$ cat src/rtl/ovp_pkg.sv
package ovp_pkg;

  typedef enum logic [1:0] {
    ST_NORMAL = 2'd0,
    ST_QUAL   = 2'd1,
    ST_SHUT   = 2'd2,
    ST_LOCK   = 2'd3
  } ovState_t;

  typedef struct packed {
    logic cntClear;
    logic cntInc;
    logic forceOff;
    logic setFault;
    logic clrFault;
  } ovStrobe_t;

endpackage

$ cat src/rtl/ovp_ctrl.sv
module ovp_ctrl
  import ovp_pkg::*;
(
  input  logic      clk,
  input  logic      rstN,
  input  logic      ovRaw,
  input  logic      retryEn,
  input  logic      cmdWrite,
  input  logic      statusRead,
  input  logic      cntDone,
  output ovStrobe_t strobes,
  output ovState_t  stateQ
);

  ovState_t stateNext;

  always_comb begin
    stateNext = stateQ;
    strobes   = '0;
    unique case (stateQ)
      ST_NORMAL: begin
        if (ovRaw) begin
          stateNext      = ST_QUAL;
          strobes.cntInc = 1'b1;
        end else begin
          strobes.cntClear = 1'b1;
        end
      end
      ST_QUAL: begin
        if (!ovRaw) begin
          stateNext        = ST_NORMAL;
          strobes.cntClear = 1'b1;
        end else if (cntDone) begin
          stateNext        = ST_SHUT;
          strobes.setFault = 1'b1;
          strobes.cntClear = 1'b1;
        end else begin
          strobes.cntInc = 1'b1;
        end
      end
      ST_SHUT: begin
        strobes.cntClear = 1'b1;
        if (!ovRaw) stateNext = retryEn ? ST_NORMAL : ST_LOCK;
      end
      ST_LOCK: begin
        strobes.cntClear = 1'b1;
        if (cmdWrite) stateNext = ST_NORMAL;
      end
      default: stateNext = ST_NORMAL;
    endcase
    strobes.forceOff = (stateNext == ST_SHUT) || (stateNext == ST_LOCK);
    strobes.clrFault = statusRead && !ovRaw && (stateQ != ST_SHUT);
  end

  always_ff @(posedge clk or negedge rstN) begin
    if (!rstN) stateQ <= ST_NORMAL;
    else       stateQ <= stateNext;
  end

  // shutdown is only reachable through the qualifying state
  assert_no_skip_qual_R3: assert property (@(posedge clk) disable iff (!rstN)
    (stateQ == ST_NORMAL) |=> (stateQ != ST_SHUT));

  // locked-off state is left only on a command write
  assert_lock_hold_R7: assert property (@(posedge clk) disable iff (!rstN)
    (stateQ == ST_LOCK && !cmdWrite) |=> (stateQ == ST_LOCK));

endmodule

$ cat src/rtl/ovp_datapath.sv
module ovp_datapath
  import ovp_pkg::*;
#(
  parameter int NUM_OUT     = 16,
  parameter int QUAL_CYCLES = 5000,
  localparam int CW = $clog2(QUAL_CYCLES + 1)
)(
  input  logic               clk,
  input  logic               rstN,
  input  logic               ovRaw,
  input  ovStrobe_t          strobes,
  input  logic [NUM_OUT-1:0] cmdOut,
  input  logic               loadFault,
  output logic               cntDone,
  output logic [NUM_OUT-1:0] outVec,
  output logic               ovFault,
  output logic               anyFault
);

  logic [CW-1:0] cntQ;

  always_ff @(posedge clk or negedge rstN) begin
    if (!rstN)                  cntQ <= '0;
    else if (strobes.cntClear)  cntQ <= '0;
    else if (strobes.cntInc)    cntQ <= cntQ + 1'b1;
  end

  assign cntDone = (cntQ == CW'(QUAL_CYCLES));

  always_ff @(posedge clk or negedge rstN) begin
    if (!rstN)                 outVec <= '0;
    else if (strobes.forceOff) outVec <= '0;
    else                       outVec <= cmdOut;
  end

  always_ff @(posedge clk or negedge rstN) begin
    if (!rstN)                 ovFault <= 1'b0;
    else if (strobes.setFault) ovFault <= 1'b1;
    else if (strobes.clrFault) ovFault <= 1'b0;
  end

  assign anyFault = ovFault | loadFault;

  // qualification count never runs past its window
  assert_cnt_bound_R3: assert property (@(posedge clk) disable iff (!rstN)
    cntQ <= CW'(QUAL_CYCLES));

  // a low comparator sample empties the count
  assert_cnt_restart_R4: assert property (@(posedge clk) disable iff (!rstN)
    !ovRaw |=> (cntQ == '0));

  // fault flag cannot drop while the comparator is high
  assert_fault_hold_R9: assert property (@(posedge clk) disable iff (!rstN)
    (ovFault && ovRaw) |=> ovFault);

endmodule

$ cat src/rtl/ovp_shutdown_ctrl.sv
module ovp_shutdown_ctrl
  import ovp_pkg::*;
#(
  parameter int NUM_OUT = 16,
  parameter int CLK_HZ  = 100_000_000,
  parameter int QUAL_US = 50,
  localparam int QUAL_CYCLES = (CLK_HZ / 1_000_000) * QUAL_US
)(
  input  logic               clk,
  input  logic               rstN,
  input  logic               ovRaw,
  input  logic               retryEn,
  input  logic               cmdWrite,
  input  logic [NUM_OUT-1:0] cmdOut,
  input  logic               statusRead,
  input  logic               loadFault,
  output logic [NUM_OUT-1:0] outVec,
  output logic               ovFault,
  output logic               anyFault
);

  ovStrobe_t strobes;
  ovState_t  stateQ;
  logic      cntDone;

  ovp_ctrl u_ctrl (
    .clk        (clk),
    .rstN       (rstN),
    .ovRaw      (ovRaw),
    .retryEn    (retryEn),
    .cmdWrite   (cmdWrite),
    .statusRead (statusRead),
    .cntDone    (cntDone),
    .strobes    (strobes),
    .stateQ     (stateQ)
  );

  ovp_datapath #(
    .NUM_OUT     (NUM_OUT),
    .QUAL_CYCLES (QUAL_CYCLES)
  ) u_dp (
    .clk       (clk),
    .rstN      (rstN),
    .ovRaw     (ovRaw),
    .strobes   (strobes),
    .cmdOut    (cmdOut),
    .loadFault (loadFault),
    .cntDone   (cntDone),
    .outVec    (outVec),
    .ovFault   (ovFault),
    .anyFault  (anyFault)
  );

  // outputs are dark whenever the block sits in shutdown or lock
  assert_off_in_shutdown_R5: assert property (@(posedge clk) disable iff (!rstN)
    (stateQ == ST_SHUT || stateQ == ST_LOCK) |-> (outVec == '0));

  // being shut down implies the fault flag is raised
  assert_fault_with_shutdown_R8: assert property (@(posedge clk) disable iff (!rstN)
    (stateQ == ST_SHUT) |-> ovFault);

endmodule

$ cat config.mk
export PLATFORM = sky130hd
export DESIGN_NAME = ovp_shutdown_ctrl
export DESIGN_NICKNAME = d
export VERILOG_FILES = /design/src/rtl/ovp_pkg.sv /design/src/rtl/ovp_ctrl.sv /design/src/rtl/ovp_datapath.sv /design/src/rtl/ovp_shutdown_ctrl.sv
export SDC_FILE = /design/constraint.sdc
export NUM_CORES = 1
export LEC_CHECK = 0
export BUFFER_PORTS_ARGS = -buffer_cell sky130_fd_sc_hd__buf_4
export CORE_UTILIZATION = 30
export DETAILED_ROUTE_END_ITERATION = 8
export PLACE_DENSITY_LB_ADDON = 0.05
export REMOVE_ABC_BUFFERS = 1
export SLEW_MARGIN = 20
export SYNTH_ARGS = -nofsm -noshare
export SYNTH_HDL_FRONTEND = slang
export SYNTH_HIERARCHICAL = 1
export SYNTH_SLANG_ARGS = --single-unit
$ cat constraint.sdc
create_clock -name clk -period 2.7 [get_ports clk]
set_input_delay 0.27 -clock clk [delete_from_list [all_inputs] [get_ports clk]]
set_output_delay 0.27 -clock clk [all_outputs]
set_load 0.02 [all_outputs]
==> summary by stage <==
Outcome
The run finished with clean final reports.

STA
The final clock period utilization by the worst path is 0.809. The count of endpoints failing hold in the final timing report was 0. Setup violations remaining at the end of the flow were counted as 0. The final number of max-transition violations is 0.

The maximum clock frequency is 458 MHz. The smallest clock period supported by the final layout is computed as 2.18 ns. The worst hold margin is 0.194 ns.

After routing, the total negative slack on setup checks comes to 0 ns. Headroom to the max-slew limit came out at 0.724. Between clock sinks in the finished design, the worst skew comes to 0.00979 ns. The measured slew at the worst slew-check pin is 0.414 ns.

Setup repair after global routing left no endpoint under its margin.

Yosys
The area share of the largest cell type after synthesis is 0.583. The largest area contributor in the netlist is sky130_fd_sc_hd__dfrtp_1. The Yosys step of the flow raised 6 warnings.

Synthesis handed over a netlist of 126 instances. The mean instance size in the synthesized netlist is 10.9 um2. The flip-flop and latch count after synthesis is 32.

The share of synthesized area occupied by flip-flops and latches is 0.583. After synthesis, the cell types taking the most area are sky130_fd_sc_hd__dfrtp_1 (58%), sky130_fd_sc_hd__nor2b_1 (9.1%), sky130_fd_sc_hd__nand4_1 (3.2%), sky130_fd_sc_hd__a21oi_1 (2.9%), sky130_fd_sc_hd__o21ai_0 (2.2%). The post-synthesis cell area is 1370 um2.

Yosys mapped the design onto 31 distinct sky130hd cell types.

Worst hold path
The tightest min-delay check is of the input pin to flop type.

Worst setup path
Of all nets on the critical path, the largest fanout is 10. STA puts the critical path data arrival time at 2.39 ns. The endpoint kind of the worst setup timing path is a flop. The startpoint type of the worst setup path is a flop. The required time reported for the critical path endpoint is 2.90 ns. The startpoint-to-endpoint class of the critical path is flop to flop.

Pwr
The peak supply drop is 0.000331 V. Dividing total power by cell area gives a power density of 536 nW/um2. In this run the static leakage power is 0.835 nW. The total power is 0.983 mW.

GRT
For this run, the total global-route usage over all layers was measured as 0.136. Global routing finished with a remaining overflow of 0. The first global-routing pass estimated 5.13 mm of wire. Entering global routing, the biggest net connects 33 pins. The via count of the first global-routing pass is 1147. The number of antenna violations at the first check in global routing is 0.

CTS
The number of buffers inserted to repair setup after CTS is 0. The longest clock path from root to sink contains 2 buffers. The worst-skew pair later-pin latency is 0.28 ns. Counting every sink on the clock net gives 32. Clock-pin slew was measured on the worst setup and hold paths at 0.07 ns. CTS placed an instance of sky130_fd_sc_hd__clkbuf_8 at the clock tree root. In this run the number of H-tree levels came out at 2. The TritonCTS clock tree is yes. The CTS buffer count is 5.

Detailed routing
Once detail routing completed, the nets flagged for antenna violations numbered 0. The mean number of vias per cell is 4.87. The number of search-and-repair iterations in the first detailed-routing pass is 4. The routed layout has 1096 vias. The detailed-route wire length per cell is 12.7 um. The violation count after the first detailed-route iteration is 45.

In the routed design, unresolved DRC markers number 0. Wires add up to 2.86 mm.

Cells and area
Of the cells placed in the final design, the portion with a size suffix greater than 1 is 0.289. The most common library cell in the layout ignoring fill and taps is sky130_fd_sc_hd__buf_4. Once layout is complete, the utilization of the core stands at 0.418. The top cell types in the final layout, fill and taps aside, are sky130_fd_sc_hd__buf_4 (42), sky130_fd_sc_hd__dfrtp_1 (32), sky130_fd_sc_hd__nor2b_1 (20). The net count of the finished layout is 197. The repair_antennas step left the layout with diodes totalling 0. Relative to the synthesized area, the layout overhead comes to 33.5%. In the final layout, flip-flops and latches occupy 801 um2. The multi-input combinational cells in the finished layout cover a total of 534 um2. The filler cell count is 441.

Floorplan
The placeable core region is 4380 um2. The vertical extent of the die is 69.7 um. The area enclosed by the die boundary is 4850 um2. The count of standard-cell rows is 24. The starting density of the core is 0.313. The number of primary I/O pins is 41. The die is 69.7 um wide.

Flow run
The max capacitance violation total is 0.

Placement
The congestion estimate from routability-driven global placement came to 0.842. The quantity of I/O buffers inserted on ports is 40. After legalization and detailed placement, the total HPWL measured 2.00 mm.
logic make-up after synthesis:
group           synth area share
buf+inv                   0.0282
simple gates               0.249
mux                      0.00729
compound gates            0.0893
fa+ha+maj                 0.0182
xor+xnor                  0.0255
flops                      0.583
layer usage:
layer | part of all wire | GRT usage | up-vias | routed length (um)
li1 | - | - | 537 | -
met1 | 0.45 | 0.155 | 520 | 1280
met2 | 0.46 | 0.222 | 32 | 1330
met3 | 0.069 | 0.0509 | 7 | 197
met4 | 0.020 | 0.0689 | 0 | 57
met5 | 0 | 0 | - | 0
layout make-up:
cell class                      instances  share of cell area
Clock buffer                            8              0.0491
Inverter                                5              0.0102
Timing Repair Buffer                   43               0.177
Multi-Input combinational cell         85               0.291
Tap cell                               52              0.0355
Sequential cell                        32               0.437
critical path, stage by stage, from the launching register on:
cell and delay (ns):
sky130_fd_sc_hd__dfrtp_1 0.47, sky130_fd_sc_hd__inv_1 0.08, sky130_fd_sc_hd__ha_1 0.20, sky130_fd_sc_hd__and4_1 0.15, sky130_fd_sc_hd__nand2_1 0.08, sky130_fd_sc_hd__nand2_1 0.07, sky130_fd_sc_hd__inv_1 0.24, sky130_fd_sc_hd__nand4_1 0.19
sky130_fd_sc_hd__or4_1 0.44, sky130_fd_sc_hd__a21oi_1 0.18
power breakdown:
part | switching (mW) | internal, mW | leakage, nW
logic | 0.0517 | 0.0532 | 0.384
clock network | 0.164 | 0.208 | 0.0455
registers | 0.0112 | 0.496 | 0.406
cell usage after synthesis:
cell type / instances
sky130_fd_sc_hd__dfrtp_1: 32
sky130_fd_sc_hd__nor2b_1: 20
sky130_fd_sc_hd__a21oi_1: 8
sky130_fd_sc_hd__nand4_1: 7
sky130_fd_sc_hd__nand2_1: 6
sky130_fd_sc_hd__o21ai_0: 6
sky130_fd_sc_hd__inv_1: 5
sky130_fd_sc_hd__nor2_1: 5
sky130_fd_sc_hd__or3_1: 4
sky130_fd_sc_hd__or4_1: 4
sky130_fd_sc_hd__nand3_1: 3
sky130_fd_sc_hd__o31ai_1: 3
sky130_fd_sc_hd__xor2_1: 3
sky130_fd_sc_hd__clkbuf_1: 2
sky130_fd_sc_hd__ha_1: 2
sky130_fd_sc_hd__a21o_1: 1
sky130_fd_sc_hd__a32oi_1: 1
sky130_fd_sc_hd__and4_1: 1
sky130_fd_sc_hd__buf_2: 1
sky130_fd_sc_hd__buf_4: 1
sky130_fd_sc_hd__mux2i_1: 1
sky130_fd_sc_hd__nand2b_1: 1
sky130_fd_sc_hd__nand4_2: 1
sky130_fd_sc_hd__nor3_1: 1
sky130_fd_sc_hd__nor3b_1: 1
sky130_fd_sc_hd__nor4_1: 1
sky130_fd_sc_hd__nor4b_1: 1
sky130_fd_sc_hd__o21ai_1: 1
sky130_fd_sc_hd__o41ai_1: 1
sky130_fd_sc_hd__or2_2: 1
sky130_fd_sc_hd__xnor2_1: 1
final timing paths:
path                                           from                    endpoint  slack, ns  cells after the start
max in group asynchronous                      rstN    u_dp/outVec[4]$_DFF_PN0_       1.93                      2
max                        u_dp/cntQ[0]$_DFFE_PN0P_    u_dp/cntQ[9]$_DFFE_PN0P_       0.52                      9
max reg2reg                u_dp/cntQ[0]$_DFFE_PN0P_    u_dp/cntQ[9]$_DFFE_PN0P_       0.52                      9
min in group asynchronous                      rstN    u_dp/cntQ[3]$_DFFE_PN0P_       0.47                      2
min reg2reg                u_dp/ovFault$_DFFE_PN0P_    u_dp/ovFault$_DFFE_PN0P_       0.51                      1
min                                        cmdWrite  u_ctrl/stateQ[1]$_DFF_PN0_       0.19                      2
repair_timing:
item | CTS | global route
endpoints found under the hold margin | 32 | 0
hold buffers | 1 | 0
gates resized for setup | 0 | 0
flip-flops by register name, indices dropped and copies added (netlist names):
register       count
u_dp/outVec       16
u_dp/cntQ         13
u_ctrl/stateQ      2
u_dp/ovFault       1
metrics by stage:
stage | instances | instance area [um2] | setup WS (ns)
detailed placement | 216 | 1730 | 0.530
global route | 225 | 1830 | 0.254
floorplan | 122 | 1350 | 0.559
global placement | 216 | 1730 | 0.660
finish | 225 | 1830 | 0.515
CTS | 225 | 1830 | 0.531
No activity file was read; power rests on OpenSTA's default activity.
